$ cat config.mk
export PLATFORM = sky130hd
export DESIGN_NAME = carrier_sense
export DESIGN_NICKNAME = d
export VERILOG_FILES = /design/src/rtl/cs_pkg.sv /design/src/rtl/cs_sync.sv /design/src/rtl/cs_deglitch.sv /design/src/rtl/cs_run_qual.sv /design/src/rtl/carrier_sense.sv
export SDC_FILE = /design/constraint.sdc
export NUM_CORES = 1
export LEC_CHECK = 0
export ABC_AREA = 1
export ABC_CLOCK_PERIOD_IN_PS = 3050
export BUFFER_PORTS_ARGS = -buffer_cell sky130_fd_sc_hd__buf_2
export CAP_MARGIN = 20
export CORE_MARGIN = 3
export CORE_UTILIZATION = 40
export CTS_CLUSTER_DIAMETER = 50
export CTS_CLUSTER_SIZE = 30
export DETAILED_ROUTE_END_ITERATION = 12
export PLACE_DENSITY = 0.54
export SLEW_MARGIN = 25
export SYNTH_ARGS = -nofsm -noshare
export SYNTH_HDL_FRONTEND = slang
export SYNTH_SLANG_ARGS = --single-unit
$ cat constraint.sdc
create_clock -name clk -period 3.05 [get_ports clk]
set_input_delay 0.915 -clock clk [delete_from_list [all_inputs] [get_ports clk]]
set_output_delay 0.915 -clock clk [all_outputs]
set_load 0.01 [all_outputs]
$ cat src/rtl/cs_pkg.sv
package cs_pkg;
  typedef enum logic [1:0] {
    CS_IDLE   = 2'd0,
    CS_ACTIVE = 2'd1,
    CS_DRAIN  = 2'd2
  } cs_state_e;
endpackage

$ cat src/rtl/cs_sync.sv
module cs_sync #(
  parameter int unsigned STAGES = 2
) (
  input  logic clk,
  input  logic rst_n,
  input  logic d_i,
  output logic q_o
);
  logic [STAGES-1:0] chain;

  always_ff @(posedge clk or negedge rst_n) begin
    if (!rst_n) chain <= '0;
    else        chain <= {chain[STAGES-2:0], d_i};
  end

  assign q_o = chain[STAGES-1];
endmodule

$ cat src/rtl/cs_deglitch.sv
module cs_deglitch #(
  parameter int unsigned GLITCH_CYC = 4
) (
  input  logic clk,
  input  logic rst_n,
  input  logic d_i,
  output logic q_o
);
  localparam int unsigned CW = $clog2(GLITCH_CYC + 1);
  localparam logic [CW-1:0] CNT_LAST = CW'(GLITCH_CYC - 1);

  logic [CW-1:0] cnt;

  always_ff @(posedge clk or negedge rst_n) begin
    if (!rst_n) begin
      q_o <= 1'b0;
      cnt <= '0;
    end else if (d_i == q_o) begin
      cnt <= '0;
    end else if (cnt == CNT_LAST) begin
      q_o <= d_i;
      cnt <= '0;
    end else begin
      cnt <= cnt + 1'b1;
    end
  end

  // the cleaned level only ever moves toward the level last seen at its input
  a_r7_follow_input: assert property (@(posedge clk) disable iff (!rst_n)
    (q_o != $past(q_o)) |-> ($past(d_i) == q_o));
endmodule

$ cat src/rtl/cs_run_qual.sv
module cs_run_qual #(
  parameter int unsigned QUAL_CYC = 9
) (
  input  logic clk,
  input  logic rst_n,
  input  logic d_i,
  output logic hit_o
);
  localparam int unsigned QW = $clog2(QUAL_CYC + 1);
  localparam logic [QW-1:0] RUN_LAST = QW'(QUAL_CYC - 1);

  logic [QW-1:0] run;

  always_ff @(posedge clk or negedge rst_n) begin
    if (!rst_n)              run <= '0;
    else if (!d_i)           run <= '0;
    else if (run != RUN_LAST) run <= run + 1'b1;
  end

  assign hit_o = d_i && (run == RUN_LAST);
endmodule

$ cat src/rtl/carrier_sense.sv
module carrier_sense
  import cs_pkg::*;
#(
  parameter int unsigned GLITCH_CYC = 4,
  parameter int unsigned QUAL_CYC   = 9,
  parameter int unsigned HOLD_CYC   = 32
) (
  input  logic clk,
  input  logic rst_n,
  input  logic line_i,
  input  logic tick_i,
  output logic carrier_o,
  output logic rx_en_o,
  output logic acq_start_o
);
  localparam int unsigned HW = $clog2(HOLD_CYC + 1);
  localparam logic [HW-1:0] HOLD_LAST = HW'(HOLD_CYC - 1);

  logic          line_s;
  logic          line_f;
  logic          qual_hit;
  logic [HW-1:0] hold_cnt;
  logic          hold_done;
  cs_state_e     state, state_nx;
  logic          acq_q;

  cs_sync #(.STAGES(2)) u_sync (
    .clk(clk), .rst_n(rst_n), .d_i(line_i), .q_o(line_s)
  );

  cs_deglitch #(.GLITCH_CYC(GLITCH_CYC)) u_deglitch (
    .clk(clk), .rst_n(rst_n), .d_i(line_s), .q_o(line_f)
  );

  cs_run_qual #(.QUAL_CYC(QUAL_CYC)) u_qual (
    .clk(clk), .rst_n(rst_n), .d_i(line_s), .hit_o(qual_hit)
  );

  // end-of-carrier hold-off: counts quiet cleaned samples while active
  always_ff @(posedge clk or negedge rst_n) begin
    if (!rst_n)                           hold_cnt <= '0;
    else if (state != CS_ACTIVE || line_f) hold_cnt <= '0;
    else if (!hold_done)                  hold_cnt <= hold_cnt + 1'b1;
  end

  assign hold_done = !line_f && (hold_cnt == HOLD_LAST);

  always_comb begin
    state_nx = state;
    unique case (state)
      CS_IDLE:   if (qual_hit) state_nx = CS_ACTIVE;
      CS_ACTIVE: if (hold_done) state_nx = CS_DRAIN;
      CS_DRAIN: begin
        if (qual_hit)    state_nx = CS_ACTIVE;
        else if (tick_i) state_nx = CS_IDLE;
      end
      default:   state_nx = CS_IDLE;
    endcase
  end

  always_ff @(posedge clk or negedge rst_n) begin
    if (!rst_n) begin
      state <= CS_IDLE;
      acq_q <= 1'b0;
    end else begin
      state <= state_nx;
      acq_q <= (state != CS_ACTIVE) && (state_nx == CS_ACTIVE);
    end
  end

  assign carrier_o   = (state == CS_ACTIVE);
  assign rx_en_o     = (state != CS_IDLE);
  assign acq_start_o = acq_q;

  // a carrier rise is preceded by a high synchronized line
  a_r3_rise_after_high: assert property (@(posedge clk) disable iff (!rst_n)
    $rose(carrier_o) |-> $past(line_s));
  // the start pulse lasts one cycle and marks a carrier rise
  a_r4_single_pulse: assert property (@(posedge clk) disable iff (!rst_n)
    acq_start_o |=> !acq_start_o);
  a_r4_pulse_on_rise: assert property (@(posedge clk) disable iff (!rst_n)
    acq_start_o |-> (carrier_o && !$past(carrier_o)));
  // enable covers the carrier
  a_r5_enable_covers: assert property (@(posedge clk) disable iff (!rst_n)
    carrier_o |-> rx_en_o);
  // carrier cannot end while cleaned activity is present
  a_r6_hold_while_busy: assert property (@(posedge clk) disable iff (!rst_n)
    (carrier_o && line_f) |=> carrier_o);
  // enable only turns off on a strobe with carrier already low
  a_r9_drop_on_tick: assert property (@(posedge clk) disable iff (!rst_n)
    $fell(rx_en_o) |-> ($past(tick_i) && !$past(carrier_o)));
endmodule

==> results_dict.tcl <==
set metrics [dict create \
    outcome "complete, no violations" \
    ff_latch_area_sq_um 475.5 \
    fin_skew_ns 0.01244 \
    p_leak_nw 0.4797 \
    root_buffer "clkbuf_4" \
    synthesis.nets 104 \
    port_buffers 6 \
    numClockSinks 19 \
    cp-end-kind "output port" \
    die_area_sq_um 2861 \
    drc 0 \
    via_per_inst 4.992 \
    grt_antenna_before_repair 0 \
    slowest_stage "dfrtp_1" \
    gr-total-overflow 0 \
    final_layout_size_suffix_gt1_frac 0.1810 \
    setup_violations 0 \
    period_needed_ns 2.103 \
    grt_max_degree 20 \
    ant_nets 0 \
    vias 659 \
    clk_pin_slew_ns 0.11 \
    reg2reg_slack_ns 1.72 \
    critPathMaxStageDelay_ns 0.45 \
    tightest_slew_ns 0.4086 \
    fin_area_sq_um 991.0 \
    grt_use_total 0.1295 \
    power_density_nw_per_um2 515.8 \
    initial_core_util 0.4418 \
    synth-edff-count 0 \
    cts_resized 0 \
    cp_data_required_time_ns 2.13 \
    placed_cell_area_sq_um 960.9 \
    synth_area_sq_um 902.1 \
    firstDrtPassIters 4 \
    reg2reg_depth 6 \
    wl_per_cell_um 10.81 \
    synthDistinctLibCells 18 \
    rows 16 \
    tns_ns 0 \
    cts_max_path_buffers 2 \
    syn_to_final_growth_pct 9.847 \
    post-dp-hpwl_mm 1.087 \
    die_w_um 53.49 \
    synth_ff_type "dfrtp_1" \
    maxCapViolCount 0 \
    tritoncts "built" \
    fmax_ghz 0.4755 \
    yosys_warnings 0 \
    cp_cell_sequence "or2_2 > buf_2" \
    hold_viol 0 \
    synth-seq-cells 19 \
    pin_count 7 \
    cts_made_buffers 3 \
    syn_area_per_cell_sq_um 9.397 \
    final_nets 114 \
    finalCritPeriodShare 0.6895 \
    ys_top_cells_by_area "dfrtp_1, nand2_1, nand3_1" \
    drtIter0Drc 14 \
    cp_data_arrival_time_ns 1.19 \
    synthTopCellsByCount "nand2_1, dfrtp_1, inv_1, nand3_1, nor2_1" \
    yosysTopAreaCell "dfrtp_1" \
    slew_headroom 0.7276 \
    worstPathMaxFanout 4 \
    ctsHtreeMaxLevel 1 \
    async_flop_share 1.000 \
    cp-start-kind "flip-flop" \
    irDropWorstVdd_mv 0.3707 \
    fillers 223 \
    cts-hold-fix-buffers 0 \
    routed_wl_mm 1.427 \
    critPathKind "flip-flop to output port" \
    die_height_um 53.49 \
    diodes 0 \
    slew_viol_final 0 \
    synth.most_common_cell "nand2_1" \
    synth_top_area_frac 0.5270 \
    clk_latency_ns 0.30 \
    cts_setup_buffers 0 \
    core_sq_um 2042 \
    gp_congestion 0.7548 \
    syn_inst 96 \
    rsz0062_at_grt "false" \
    holdCritPathClass "flip-flop to flip-flop" \
    ys_seq_area_frac 0.5270 \
    grt_pass1_wl_mm 2.580 \
    multi_input_area_sq_um 376.6 \
    hold_path_depth 0 \
    grt_pass1_vias 590 \
]
-- critical path: cells and delay by family (launching register included) --
kind | cells | cell delay, ns
flops | 1 | 0.45
buf+inv | 1 | 0.14
simple gates | 1 | 0.31
-- routing by layer --
metal / track usage / vias to the layer above / share of wire
li1: - / 332 / -
met1: 0.1757 / 310 / 0.51
met2: 0.1755 / 15 / 0.43
met3: 0.05915 / 2 / 0.053
met4: 0.05106 / 0 / 0.013
met5: 0 / - / 0
-- final cells by class --
type / instances / share of cell area
sequential: 19 / 0.4798
clock buffer: 3 / 0.02273
multi-input combinational: 64 / 0.3801
inverter: 12 / 0.04545
timing repair buffer: 6 / 0.03030
tap: 27 / 0.03409
clock inverter: 1 / 0.007576
-- cells in the final DEF (no fill, tap or decap), types with 2 or more instances in the layout --
cell type  instances
ha_1               4
clkbuf_4           3
nor2_2             3
nand4_1            4
nand3_1           12
dfrtp_1           19
or2_2              2
inv_1             12
buf_2              6
nor2_1             6
xnor2_1            2
o21ai_0            5
nand2_1           20
-- per-stage QoR --
step                std cells  utilization  hold slack (ns)  power, mW  setup slack [ns]
finish                    132       0.4853           0.3582     0.5111            0.9470
global route              132       0.4853           0.3756     0.5537            0.8569
CTS                       132       0.4853           0.3650     0.5220            0.9395
detailed placement        128       0.4706           0.3358     0.3914             1.271
global placement          128       0.4706           0.3311     0.3908             1.287
floorplan                  96            -           0.3312     0.3670             1.394
-- state kept, by name, indices dropped and copies added (netlist names) --
signal	cells
acq_start_o	1
hold_cnt	6
state	2
u_deglitch.cnt	3
u_deglitch.q_o	1
u_qual.run	4
u_sync.chain	2
-- final timing paths --
kind | from | end
setup / recovery | state[1] | rx_en_o
hold / removal | u_sync.chain[0] | u_sync.chain[1]
setup reg to reg | hold_cnt[0] | state[0]
hold reg to reg | u_sync.chain[0] | u_sync.chain[1]
max in group asynchronous | rst_n | u_qual.run[0]
min in group asynchronous | rst_n | u_deglitch.q_o
-- logic make-up after synthesis --
kind of cell    Yosys count  share of synthesized area
simple gates             52                     0.3093
xor+xnor                  2                    0.01942
fa+ha+maj                 4                    0.05548
buf+inv                  13                    0.05547
flops                    19                     0.5271
compound gates            6                    0.03328
-- power breakdown --
part | internal (mW) | switching, mW | total (mW)
clock network | 0.0499 | 0.0760 | 0.126
logic | 0.0358 | 0.0482 | 0.0840
registers | 0.275 | 0.0262 | 0.301
Note: power is estimated with default switching activity, not from simulation.
